File: src/rtl/mshr_pkg.sv
package mshr_pkg;
  localparam int ENTRIES  = 4;
  localparam int WORDS    = 8;
  localparam int NUM_REGS = 32;
  localparam int LINE_W   = 26;
  localparam int DATA_W   = 32;
  localparam int IDX_W    = $clog2(ENTRIES);
  localparam int WIDX_W   = $clog2(WORDS);
  localparam int REG_W    = $clog2(NUM_REGS);

  typedef struct packed {
    logic              alloc;
    logic              merge;
    logic [IDX_W-1:0]  tgt;
    logic [WIDX_W-1:0] word;
    logic [REG_W-1:0]  dest;
    logic [LINE_W-1:0] line;
    logic              freeEn;
    logic [IDX_W-1:0]  relIdx;
  } mshrStrobe_t;
endpackage

File: src/rtl/mshr_ctrl.sv
module mshr_ctrl
  import mshr_pkg::*;
(
  input  logic                             clk,
  input  logic                             rstN,
  input  logic                             missValid,
  input  logic [LINE_W-1:0]                missLine,
  input  logic [WIDX_W-1:0]                missWord,
  input  logic [REG_W-1:0]                 missDest,
  input  logic                             memReqReady,
  input  logic                             refillValid,
  input  logic [IDX_W-1:0]                 refillId,
  input  logic [ENTRIES-1:0]               entryValid,
  input  logic [ENTRIES-1:0][LINE_W-1:0]   entryLine,
  input  logic [ENTRIES-1:0][WORDS-1:0]    slotBusy,
  output logic                             missStall,
  output logic                             memReqValid,
  output logic [LINE_W-1:0]                memReqAddr,
  output logic [IDX_W-1:0]                 memReqId,
  output mshrStrobe_t                      strb
);
  logic [ENTRIES-1:0] lineHit;
  logic               anyHit, anyFree, refillLive, mergeOk, needNew;
  logic [IDX_W-1:0]   hitIdx, freeIdx;

  genvar gi;
  generate
    for (gi = 0; gi < ENTRIES; gi++) begin : g_cmp
      assign lineHit[gi] = entryValid[gi] && (entryLine[gi] == missLine);
    end
  endgenerate

  // Lowest-numbered free entry and the (unique) matching entry.
  always_comb begin
    freeIdx = '0;
    anyFree = 1'b0;
    hitIdx  = '0;
    for (int i = ENTRIES - 1; i >= 0; i--) begin
      if (!entryValid[i]) begin
        freeIdx = IDX_W'(i);
        anyFree = 1'b1;
      end
      if (lineHit[i]) hitIdx = IDX_W'(i);
    end
  end

  assign anyHit     = |lineHit;
  assign refillLive = refillValid && entryValid[refillId];
  assign mergeOk    = missValid && anyHit && !slotBusy[hitIdx][missWord]
                      && !(refillLive && (refillId == hitIdx));
  assign needNew    = missValid && !anyHit && anyFree;

  assign memReqValid = needNew;
  assign memReqAddr  = missLine;
  assign memReqId    = freeIdx;

  always_comb begin
    strb        = '0;
    strb.alloc  = needNew && memReqReady;
    strb.merge  = mergeOk;
    strb.tgt    = needNew ? freeIdx : hitIdx;
    strb.word   = missWord;
    strb.dest   = missDest;
    strb.line   = missLine;
    strb.freeEn = refillLive;
    strb.relIdx = refillId;
  end

  assign missStall = missValid && !(strb.alloc || strb.merge);


  alloc_lands_chk: assert property (@(posedge clk) disable iff (!rstN)
    strb.alloc |=> entryValid[$past(memReqId)]);


  full_no_req_chk: assert property (@(posedge clk) disable iff (!rstN)
    (&entryValid) |-> !memReqValid);
endmodule

File: src/rtl/mshr_dp.sv
module mshr_dp
  import mshr_pkg::*;
(
  input  logic                             clk,
  input  logic                             rstN,
  input  mshrStrobe_t                      strb,
  input  logic                             refillValid,
  input  logic [IDX_W-1:0]                 refillId,
  input  logic [WORDS*DATA_W-1:0]          refillData,
  input  logic [REG_W-1:0]                 srcA,
  input  logic [REG_W-1:0]                 srcB,
  output logic [ENTRIES-1:0]               entryValid,
  output logic [ENTRIES-1:0][LINE_W-1:0]   entryLine,
  output logic [ENTRIES-1:0][WORDS-1:0]    slotBusy,
  output logic [WORDS-1:0]                 wbValid,
  output logic [WORDS*REG_W-1:0]           wbReg,
  output logic [WORDS*DATA_W-1:0]          wbData,
  output logic                             decodeStall
);
  logic [ENTRIES-1:0][WORDS-1:0][REG_W-1:0] waitReg;
  logic [NUM_REGS-1:0]                      regFull, regFullNxt;

  // Entry storage: release, allocate and join never hit the same entry.
  always_ff @(posedge clk or negedge rstN) begin
    if (!rstN) begin
      entryValid <= '0;
      entryLine  <= '0;
      slotBusy   <= '0;
      waitReg    <= '0;
    end else begin
      if (strb.freeEn) begin
        entryValid[strb.relIdx] <= 1'b0;
        slotBusy[strb.relIdx]   <= '0;
      end
      if (strb.alloc) begin
        entryValid[strb.tgt]          <= 1'b1;
        entryLine[strb.tgt]           <= strb.line;
        slotBusy[strb.tgt]            <= WORDS'(1) << strb.word;
        waitReg[strb.tgt][strb.word]  <= strb.dest;
      end else if (strb.merge) begin
        slotBusy[strb.tgt][strb.word] <= 1'b1;
        waitReg[strb.tgt][strb.word]  <= strb.dest;
      end
    end
  end

  // Scoreboard: a new miss clearing a register wins over a writeback.
  always_comb begin
    regFullNxt = regFull;
    if (strb.freeEn) begin
      for (int w = 0; w < WORDS; w++)
        if (slotBusy[strb.relIdx][w]) regFullNxt[waitReg[strb.relIdx][w]] = 1'b1;
    end
    if (strb.alloc || strb.merge) regFullNxt[strb.dest] = 1'b0;
  end

  always_ff @(posedge clk or negedge rstN) begin
    if (!rstN) regFull <= '1;
    else       regFull <= regFullNxt;
  end

  assign decodeStall = !regFull[srcA] || !regFull[srcB];

  genvar gw;
  generate
    for (gw = 0; gw < WORDS; gw++) begin : g_wb
      assign wbValid[gw] = strb.freeEn && slotBusy[strb.relIdx][gw];
      assign wbReg[gw*REG_W +: REG_W]    = waitReg[strb.relIdx][gw];
      assign wbData[gw*DATA_W +: DATA_W] = refillData[gw*DATA_W +: DATA_W];
    end
  endgenerate

  genvar ga, gb;
  generate
    for (ga = 0; ga < ENTRIES; ga++) begin : g_ua
      for (gb = ga + 1; gb < ENTRIES; gb++) begin : g_ub

        one_entry_per_line_chk: assert property (@(posedge clk) disable iff (!rstN)
          !(entryValid[ga] && entryValid[gb] && (entryLine[ga] == entryLine[gb])));
      end
    end
  endgenerate


  dest_empty_chk: assert property (@(posedge clk) disable iff (!rstN)
    (strb.alloc || strb.merge) |=> !regFull[$past(strb.dest)]);


  entry_freed_chk: assert property (@(posedge clk) disable iff (!rstN)
    (refillValid && entryValid[refillId]) |=> !entryValid[$past(refillId)]);


  idle_refill_quiet_chk: assert property (@(posedge clk) disable iff (!rstN)
    (refillValid && !entryValid[refillId]) |-> (wbValid == '0));
endmodule

File: src/rtl/mshr_file.sv
module mshr_file
  import mshr_pkg::*;
(
  input  logic                      clk,
  input  logic                      rstN,
  input  logic                      missValid,
  input  logic [LINE_W-1:0]         missLine,
  input  logic [WIDX_W-1:0]         missWord,
  input  logic [REG_W-1:0]          missDest,
  output logic                      missStall,
  output logic                      memReqValid,
  output logic [LINE_W-1:0]         memReqAddr,
  output logic [IDX_W-1:0]          memReqId,
  input  logic                      memReqReady,
  input  logic                      refillValid,
  input  logic [IDX_W-1:0]          refillId,
  input  logic [WORDS*DATA_W-1:0]   refillData,
  output logic [WORDS-1:0]          wbValid,
  output logic [WORDS*REG_W-1:0]    wbReg,
  output logic [WORDS*DATA_W-1:0]   wbData,
  input  logic [REG_W-1:0]          srcA,
  input  logic [REG_W-1:0]          srcB,
  output logic                      decodeStall
);
  mshrStrobe_t                    strb;
  logic [ENTRIES-1:0]             entryValid;
  logic [ENTRIES-1:0][LINE_W-1:0] entryLine;
  logic [ENTRIES-1:0][WORDS-1:0]  slotBusy;

  mshr_ctrl u_ctrl (
    .clk(clk), .rstN(rstN),
    .missValid(missValid), .missLine(missLine), .missWord(missWord), .missDest(missDest),
    .memReqReady(memReqReady), .refillValid(refillValid), .refillId(refillId),
    .entryValid(entryValid), .entryLine(entryLine), .slotBusy(slotBusy),
    .missStall(missStall), .memReqValid(memReqValid), .memReqAddr(memReqAddr),
    .memReqId(memReqId), .strb(strb)
  );

  mshr_dp u_dp (
    .clk(clk), .rstN(rstN), .strb(strb),
    .refillValid(refillValid), .refillId(refillId), .refillData(refillData),
    .srcA(srcA), .srcB(srcB),
    .entryValid(entryValid), .entryLine(entryLine), .slotBusy(slotBusy),
    .wbValid(wbValid), .wbReg(wbReg), .wbData(wbData), .decodeStall(decodeStall)
  );
endmodule

File: config.mk
export PLATFORM = sky130hd
export DESIGN_NAME = mshr_file
export DESIGN_NICKNAME = d
export VERILOG_FILES = /design/src/rtl/mshr_pkg.sv /design/src/rtl/mshr_ctrl.sv /design/src/rtl/mshr_dp.sv /design/src/rtl/mshr_file.sv
export SDC_FILE = /design/constraint.sdc
export NUM_CORES = 1
export LEC_CHECK = 0
export BUFFER_PORTS_ARGS = -buffer_cell sky130_fd_sc_hd__clkbuf_2
export CAP_MARGIN = 20
export CORE_AREA = 8 8 243 245
export DETAILED_ROUTE_END_ITERATION = 16
export DIE_AREA = 0 0 251 253
export SLEW_MARGIN = 20
export SYNTH_ARGS = -nofsm -noshare
export SYNTH_HDL_FRONTEND = slang
export SYNTH_SLANG_ARGS = --single-unit
File: constraint.sdc
create_clock -name clk -period 8.2 [get_ports clk]
set_clock_uncertainty 0.2 [all_clocks]
set_input_delay 1.23 -clock clk [delete_from_list [all_inputs] [get_ports clk]]
set_output_delay 1.23 -clock clk [all_outputs]
set_load 0.02 [all_outputs]
======== After elaboration in Yosys (flattened, before gate mapping) ========
Index checks and enable logic that the tools add are counted.
word-level totals
  flip-flop bits (word level) ............. 332
  latch bits .............................. 0
  bits in writable memories ............... 0
  ROM bits ................................ 0
  input bits .............................. 307
  output and inout port bits .............. 335
  memories ................................ 0
cells by class
  $add $sub $neg .......................... 0
  $mul .................................... 0
  divide/modulo/power cells ............... 0
  magnitude comparators ................... 27
  eq/ne operators ......................... 5
  shift-type cells ........................ 1
  muxes and demuxes ....................... 90
  bitwise gates (word level) .............. 16
  reduce and logical (&&, ||, !) cells .... 43
operators by type and width
  operator              number
  $mux W32              20
  $mux W160             2
  $or A32 B32 Y32       9
  $bwmux W160           1
  $bwmux W104           1
  $eq A26 B26 Y1        4
  $bmux W40 S2          1
  $demux W40 S2         1
  $mux W40              2
  $lt A5 B6 Y1 const B  11
  $and A32 B32 Y32      2
  $not A32 Y32          2
  $demux W26 S2         1
  $demux W8 S2          3
  $demux W1 S5          9
  $ge A5 B1 Y1 const B  9
  $mux W8               5
  $logic_and A1 B1 Y1   33
  $bmux W8 S2           2
  $bwmux W32            1
  $mux W26              1
  $mux W1               20
  $mux W2               9
  $demux W5 S3          1
  20 further kinds      32

======== Depth between registers and ports, before layout ========
Gate-level depths: netlist (run 1).
  word-level depth ........................ 32
  mapped depth ............................ 14
  gate-level depth less buffers ........... 10

======== Modules after synthesis ========
Synthesis (run 1) repeated with hierarchy kept, for this count alone.
second synthesis, totals
  cell total of the unflattened synthesis .. 1,818
  area total of the unflattened synthesis .. 20,498.4 µm²
by module, submodules not included
  module     times used  cells an instance  area an instance (µm²)  sequential area each (µm²)
  mshr_dp    1           1,534              18,288.8                8,348.0
  mshr_ctrl  1           284                2,209.6                 0.0

======== Worst setup path after synthesis (run 1) ========
No wires, ideal clock.
  path kind ............................... in2out
  from .................................... input missLine[9]
  to ...................................... output missStall
  data arrival time ....................... 4.773 ns
  path slack .............................. 1.997 ns
  stages .................................. 12
  buffers on the path ..................... 2
  cell sequence ........................... clkbuf_1 > xor2_1 > or4_1 > or4_1 > or3_1 > a21oi_1 > nor3_1 > a221oi_1 > o31ai_2 > a21oi_1 > clkbuf_1 > and2_1
on the way
  cells in the longest elaborated chain, start to end .. 16
ends and longest elaborated chain
  element                        line             RTL
  start: declaration             mshr_file.sv:7   input logic [LINE_W-1:0] missLine,
  $eq A26 B26 Y1                 mshr_ctrl.sv:29  assign lineHit[gi] = entryValid[gi] && (entryLine[gi] == missLine);
  $logic_and A1 B1 Y1            mshr_ctrl.sv:29
  $mux W2 (4 in series)          mshr_ctrl.sv:43  if (lineHit[i]) hitIdx = IDX_W'(i);
  $bmux W8 S2                    mshr_ctrl.sv:49  assign mergeOk = missValid && anyHit && !slotBusy[hitIdx][missWord]
  $mux W8 (not written as such)  mshr_ctrl.sv:49
  $bmux W1 S3                    mshr_ctrl.sv:49
  $mux W1 (not written as such)  mshr_ctrl.sv:49
  $logic_not A1 Y1               mshr_ctrl.sv:49
  $logic_and A1 B1 Y1            mshr_ctrl.sv:49
  $logic_and A1 B1 Y1            mshr_ctrl.sv:50  && !(refillLive && (refillId == hitIdx));
  $logic_or A1 B1 Y1 (*)         mshr_ctrl.sv:69  assign missStall = missValid && !(strb.alloc || strb.merge);
  $logic_not A1 Y1 (*)           mshr_ctrl.sv:69
  $logic_and A1 B1 Y1 (*)        mshr_ctrl.sv:69
  end: declaration               mshr_file.sv:10  output logic missStall,
Every way passes the cells marked *; elsewhere a longest branch is shown, timed or not. The select of a mux whose other input is x is not followed.

======== Worst setup path in the final report (run 1) ========
Ends and elaborated chain as after synthesis.

==> summary.txt, run 1 <==
Clock tree
  • Worst skew pair latency: 0.56 ns
  • Hold-fix buffers, CTS: 0
  • Root buffer cell: clkbuf_16
  • Max clock buf depth: 3
  • Clock Pin Slew Worst Setup and Hold Paths: 0.05 ns
  • Post-CTS Setup Inserts: 0
  • CTS tree: built
  • Clock sink count: 332
  • CTS resizes: 0
  • H-tree depth: 2
  • TritonCTS Buffers: 38

Global routing
  • Met1 Track Usage GR: roughly 29%
  • Busiest grt layer: met2
  • Vias in the first global route: 15,256
  • Largest net degree at the start of global routing: approximately 190
  • GRT overflow: 0
  • Initial antenna violation count: 2
  • GRT met3 Usage: 19.8%
  • M2 GR Usage: between 40% and 50%
  • First-pass GRT wire length: 122,000 um
  • Aggregate global-route resource usage: a little over a quarter

Timing
  • Final worst-path cycle share: 80.9%
  • Hold Vio Cnt, Final: 0
  • WHS: between 0.2 and 0.3 ns
  • Least-Margin Pin Slew: between 1 and 1.5 ns
  • Relative slew slack: 28.7%
  • RSZ-0062 raised after global routing: false
  • Max Fclk: 151 MHz
  • Final min period: 6.63 ns
  • Slew Limit Fails: 0
  • Fin Setup TNS: 0 ns
  • Final setup vio count: 0

Pwr
  • P per Cell Area: approximately 310 nW/um^2
  • Peak supply drop: 0.000259 V
  • Power Total: 6470 uW
  • Leak Pwr: roughly 0.009 uW

Synth
  • EDFF count, synth: 0
  • Main area contributors after synthesis: dfrtp_1, mux2_2, buf_4
  • Leading area contributor after synthesis: dfrtp_1
  • Count of different cell masters after synthesis: 57
  • Xor/xnor share of the synthesized area: 4.54%
  • Cell Area, Synth: 20,600 sq um
  • Share of synthesized cell area in full adder, half adder and majority cells: 0%
  • Most frequent cell after synthesis: dfrtp_1
  • Synth Flop Type: dfrtp_1
  • Net Count, Synth: 2,215
  • Main combinational cell family by area after synthesis: multiplexers
  • Multiplexer area fraction after synthesis: 21.8%
  • Synth Area in Simple Gates: 12.1%
  • Synth top area share: 36.4%
  • Syn avg cell area: between 10 and 15 sq um
  • Post-Synthesis Cells: ~1,900
  • #FFs+latches synth: 332
  • Register area share after synthesis: 40.5%
  • Asr flop ratio synth: 100%
  • Top cells by count, synth: dfrtp_1, buf_4, mux2_2
  • Yosys warnings: 0
  • Compound-gate portion of the synthesized area: 8.51%

Critical path
  • Path length in cells of the critical path: 14
  • Crit path buffers/inverters: 4
  • Setup Crit Path Kind: in -> out
  • Critical Path, Cell by Cell: clkbuf_2, xor2_1, or4_1, or4_1, or3_1, a21oi_1, nor3_1, a221oi_1, a2111oi_4, buf_4, a21oi_2, buf_4, and2_1, clkbuf_2
  • CP Max Fanout: 33
  • FF-to-FF path depth: 9
  • CP peak stage delay: 0.57 ns
  • Worst endpoint required time: between 6 and 7 ns
  • Critical-path top delay cell: or4_1
  • Crit. End Element: output port
  • Family with the most delay on the worst path: simple AND/OR/NAND/NOR gates
  • Type of origin of the critical path: input pin
  • Crit path DAT: 5.20 ns

Route
  • Vias: roughly 15,000
  • Residual DRC: 0
  • Overall routed net length: 88,300 um
  • Final antenna-violating net count: 0
  • DR WL/cell: 36.1 um
  • Routed vias/inst: approximately 6.2
  • TritonRoute pass-1 iters: 7
  • Starting DRT DRC Count: 1,447

Status
  • Outcome: complete, no violations

Cells and area
  • Share of cells above drive strength 1: 33.6%
  • Final Net Count: ~2,000
  • Design Area, Final: 21,000 sq um
  • Area Overhead vs Synth: 1.98%

Placement
  • DP HPWL: between 60,000 and 70,000 um
  • Post-DP Area: a little under 20,000 sq um
  • GPL Wtd Cong: 0.948
  • # port buffers: 129

Die
  • Die ar.: 63,500 sq um
  • DIE HEIGHT: roughly 250 um
  • Site row count: 87
  • Initial Util: between 30% and 40%
  • Core area: 55,500 sq um
  • Die X: 251 um
  • Num ports: 642

Min path
  • Hold Crit Class: reg -> reg
  • Hold-critical path depth: 1

Run
  • Max cap viols: 0
placed cells by master, fill, tap and decap left out, types with 8 or more instances in the layout:
cell	n
mux4_2	68
and2_1	19
nand2b_1	26
mux2_2	263
inv_1	23
nor2_1	86
dfstp_2	32
o22a_1	8
xnor2_1	72
nand3b_1	19
nor2b_1	20
o22ai_1	92
a21oi_1	28
buf_4	14
a221oi_1	12
o21ai_0	14
nor3_1	20
or3_1	11
nor4_1	27
nand2_1	124
clkbuf_1	9
clkbuf_2	127
xor2_1	35
nand3_1	56
o211ai_1	18
dfrtp_1	300
clkinv_2	8
o32a_1	21
clkbuf_16	38
nand4_1	36
kinds of logic after synthesis:
family,after synthesis
DFF,332
xor gates and xnor gates,107
muxes,332
AOI/OAI and AO/OA,245
buffers and inverters,406
and+or+nand+nor,486
final cells by class:
class                      instances  area, sq um
antenna                            1         2.50
inverter                          23         86.3
sequential                       332         8350
clock inverter                    16          170
timing repair buffer             143          776
multi-input combinational       1170         9720
clock buffer                      51         1040
fill                            5482        34500
tap                              712          891
routing by layer:
metal	routed length, um	share of wire (%)
met5	279	0.32
met2	39300	44
met1	30000	34
met4	2820	3.2
met3	15900	18
sequential cells by signal, summed over array words and instances (netlist names):
register         cells
u_dp.entryValid      4
u_dp.waitReg       160
u_dp.slotBusy       32
u_dp.regFull        32
u_dp.entryLine     104
worst paths after layout:
check,startpoint,to,slack [ns]
max,missLine[9],missStall,1.57
min,u_dp.waitReg[93]$_DFFE_PN0P_,u_dp.waitReg[93]$_DFFE_PN0P_,0.30
max reg2reg,u_dp.entryLine[61]$_DFFE_PN0P_,u_dp.slotBusy[13]$_DFF_PN0_,3.32
min reg2reg,u_dp.waitReg[93]$_DFFE_PN0P_,u_dp.waitReg[93]$_DFFE_PN0P_,0.30
max in group asynchronous,rstN,u_dp.entryLine[54]$_DFFE_PN0P_,5.89
min in group asynchronous,rstN,u_dp.waitReg[17]$_DFFE_PN0P_,0.52
per-stage QoR:
step                      setup WS [ns]  utilization, %  cells
final                              1.57            37.9   2448
after global routing               1.41            37.9   2447
after CTS                          1.62            37.9   2447
after detailed placement           1.62            35.7   2380
after global placement             1.65            35.7   2380
after floorplan                    2.00               -   1908
power breakdown:
part	internal [uW]	switching, uW
clock	961	698
sequential	2210	361
combinational	941	1300
(Power assumes the default switching activity.)
==> inputs of run 2 (changes only) <==
clock period = 5.5 ns   (was 8.2 ns; I/O delays follow)
==> summary.txt, run 2 (synthesis gave the netlist of run 1 again) <==
Die
  • Num ports: 642 (unchanged)
  • DIE HEIGHT: 253 um (unchanged)
  • Core area: 55,500 sq um (unchanged)
  • Die ar.: 63,500 sq um (unchanged)
  • Site row count: 87 (unchanged)
  • Initial Util: 37.1% (unchanged)
  • Die X: 251 um (unchanged)

Global routing
  • Aggregate global-route resource usage: 27.3% (was 26.8%)
  • First-pass GRT wire length: 124,000 um (was 122,000 um)
  • GRT overflow: 0 (unchanged)
  • Initial antenna violation count: 4 (was 2)
  • Vias in the first global route: 15,442 (was 15,256)
  • Largest net degree at the start of global routing: 129 (was 186)

Placement
  • GPL Wtd Cong: 0.956 (was 0.948)
  • DP HPWL: 68,300 um (was 67,100 um)
  • # port buffers: 129 (unchanged)
  • Post-DP Area: 20,200 sq um (was 19,800 sq um)

Timing
  • Hold Vio Cnt, Final: 0 (unchanged)
  • Max Fclk: 189 MHz
  • RSZ-0062 raised after global routing: false (unchanged)
  • Final setup vio count: 0 (unchanged)
  • Relative slew slack: 27.5% (was 28.7%)
  • Final worst-path cycle share: 96.1%
  • Least-Margin Pin Slew: 1.09 ns (was 1.07 ns)
  • Final min period: 5.29 ns
  • Slew Limit Fails: 0 (unchanged)

Pwr
  • Reg power frac: 39.0% (was 39.7%)
  • Combinational group share of total power: 34.7% (was 34.6%)
  • Internal Power: 6230 uW (was 4110 uW)
  • Clock Power Share: 26.3% (was 25.6%)
  • P per Cell Area: 458 nW/um^2 (was 308 nW/um^2)
  • Switching share of total power: 36.5% (about the same)
  • Switching Power: 3580 uW (was 2360 uW)
  • Peak supply drop: 0.000287 V (was 0.000259 V)
  • Leak Pwr: 0.00908 uW (was 0.00883 uW)

Critical path
  • CP peak stage delay: 0.56 ns (was 0.57 ns)
  • Critical Path, Cell by Cell: xor2_1, or4_1, or4_1, nor3_1, buf_4, nor3_1, o41ai_1, a21oi_1, a2111oi_4, a21oi_2, and2_1, clkbuf_2 (was clkbuf_2, xor2_1, or4_1, or4_1, or3_1, a21oi_1, nor3_1, a221oi_1, a2111oi_4, buf_4, a21oi_2, buf_4, and2_1, clkbuf_2)
  • Setup Crit Path Kind: reg -> out (was in -> out)
  • Critical-path top delay cell: or4_1 (unchanged)
  • Worst endpoint required time: 4.47 ns (was 6.77 ns)
  • Type of origin of the critical path: register (was input pin)
  • Crit path DAT: 4.26 ns (was 5.20 ns)
  • Family with the most delay on the worst path: simple AND/OR/NAND/NOR gates (unchanged)
  • CP Max Fanout: 10 (was 33)
  • Crit. End Element: output port (unchanged)
  • Crit path buffers/inverters: 2 (was 4)

Clock tree
  • Clock Pin Slew Worst Setup and Hold Paths: 0.06 ns (was 0.05 ns)
  • H-tree depth: 2 (unchanged)
  • Clock sink count: 332 (unchanged)
  • Worst skew pair latency: 0.57 ns (was 0.56 ns)
  • TritonCTS Buffers: 38 (unchanged)
  • CTS tree: built (unchanged)
  • CTS resizes: 0 (unchanged)
  • Root buffer cell: clkbuf_16 (unchanged)
  • Max clock buf depth: 3 (unchanged)

Cells and area
  • Design Area, Final: 21,400 sq um (was 21,000 sq um)
  • Area Overhead vs Synth: 3.95% (was 1.98%)
  • Share of cells above drive strength 1: 35.3% (was 33.6%)
  • Most common cell after layout, fill and taps aside: dfrtp_1 (unchanged)
  • Fill cells: 5,353 (was 5,482)
  • Most frequent cells in the layout: dfrtp_1, mux2_2, clkbuf_2 (unchanged)
  • Most flops, register: u_dp.waitReg (unchanged)
  • Antenna diode count: 0 (was 1)
  • Biggest registers after layout: u_dp.waitReg (160), u_dp.entryLine (104) (unchanged)
  • Max reg flops: 160 (unchanged)
  • Final Net Count: 2,060 (was 2,015)
  • Final Util: 38.6% (was 37.9%)

Route
  • DR WL/cell: 36.2 um (was 36.1 um)
  • Residual DRC: 0 (unchanged)
  • Overall routed net length: 90,400 um (was 88,300 um)
  • TritonRoute pass-1 iters: 8 (was 7)
  • Vias: 15,501 (was 15,280)
  • Starting DRT DRC Count: 1,732 (was 1,447)
  • Final antenna-violating net count: 0 (unchanged)
  • Routed vias/inst: 6.22 (was 6.24)

Run
  • Max cap viols: 0 (unchanged)

Min path
  • Hold Crit Class: in -> async (was reg -> reg)

Status
  • Outcome: complete, no violations (unchanged)
[run 2: cell count changes in the layout (fill, tap and decap cells not counted)]
cell      delta
buf_12       +2
buf_4       +43
clkbuf_1     -1
clkbuf_8     +5
clkinv_2     -3
clkinv_4     +1
diode_2      -1
nor4_1       +2
nor4_2       -2
[run 2: stage by stage]
stage | total power [uW] | hold WS [ns] | setup slack, ns | setup TNS [ns] | instances
2_1_floorplan | 6230 | 0.255 | 0.107 | 0 | 1908
3_3_place_gp | 7120 | 0.282 | -0.153 | -0.153 | 2424
3_5_place_dp | 7210 | 0.287 | -0.188 | -0.188 | 2424
4_1_cts | 9810 | 0.171 | 0.193 | 0 | 2494
5_1_grt | 10200 | 0.215 | 0.0616 | 0 | 2494
6_report | 9810 | 0.168 | 0.212 | 0 | 2494
[run 2: cell type report]
type,count,area [sq um],area share (%)
Clock buffer,55,1100,5.15
Clock inverter,14,164,0.765
Inverter,23,86.3,0.403
Multi-Input combinational cell,1170,9710,45.3
Sequential cell,332,8350,38.9
Tap cell,712,891,4.16
Timing Repair Buffer,188,1140,5.31
[run 2: path summary, 6_finish.rpt]
| check | from | to | slack (ns) | depth (start not counted) |
|---|---|---|---|---|
| min in group clk | u_dp.waitReg[92]$_DFFE_PN0P_ | u_dp.waitReg[92]$_DFFE_PN0P_ | 0.30 | 1 |
| hold reg to reg | u_dp.waitReg[92]$_DFFE_PN0P_ | u_dp.waitReg[92]$_DFFE_PN0P_ | 0.30 | 1 |
| setup / recovery | u_dp.entryLine[9]$_DFFE_PN0P_ | missStall | 0.21 | 12 |
| setup reg to reg | u_dp.entryLine[9]$_DFFE_PN0P_ | u_dp.waitReg[158]$_DFFE_PN0P_ | 0.81 | 12 |
| max in group asynchronous | rstN | u_dp.entryLine[13]$_DFFE_PN0P_ | 3.74 | 2 |
| hold / removal | rstN | u_dp.waitReg[17]$_DFFE_PN0P_ | 0.17 | 1 |
[run 2: power by group through the flow]
stage	clock network, uW	registers, uW	logic (uW)
6_report	2580	3830	3400
5_1_grt	2720	3920	3600
4_1_cts	2620	3820	3370
3_5_place_dp	0	3850	3350
3_3_place_gp	0	3810	3320
2_1_floorplan	0	3690	2540
[run 2: routing by layer]
layer / share of wire, % / track usage [%]
met5: 0.65 / 7.48
met4: 3.5 / 8.63
met2: 44 / 40.8
met3: 18 / 19.8
met1: 34 / 29.8
[run 2: repair_timing]
item / in CTS / in global routing
endpoints found under the setup margin: 1 / 0
hold buffers: 0 / 0
setup buffers: 1 / 0
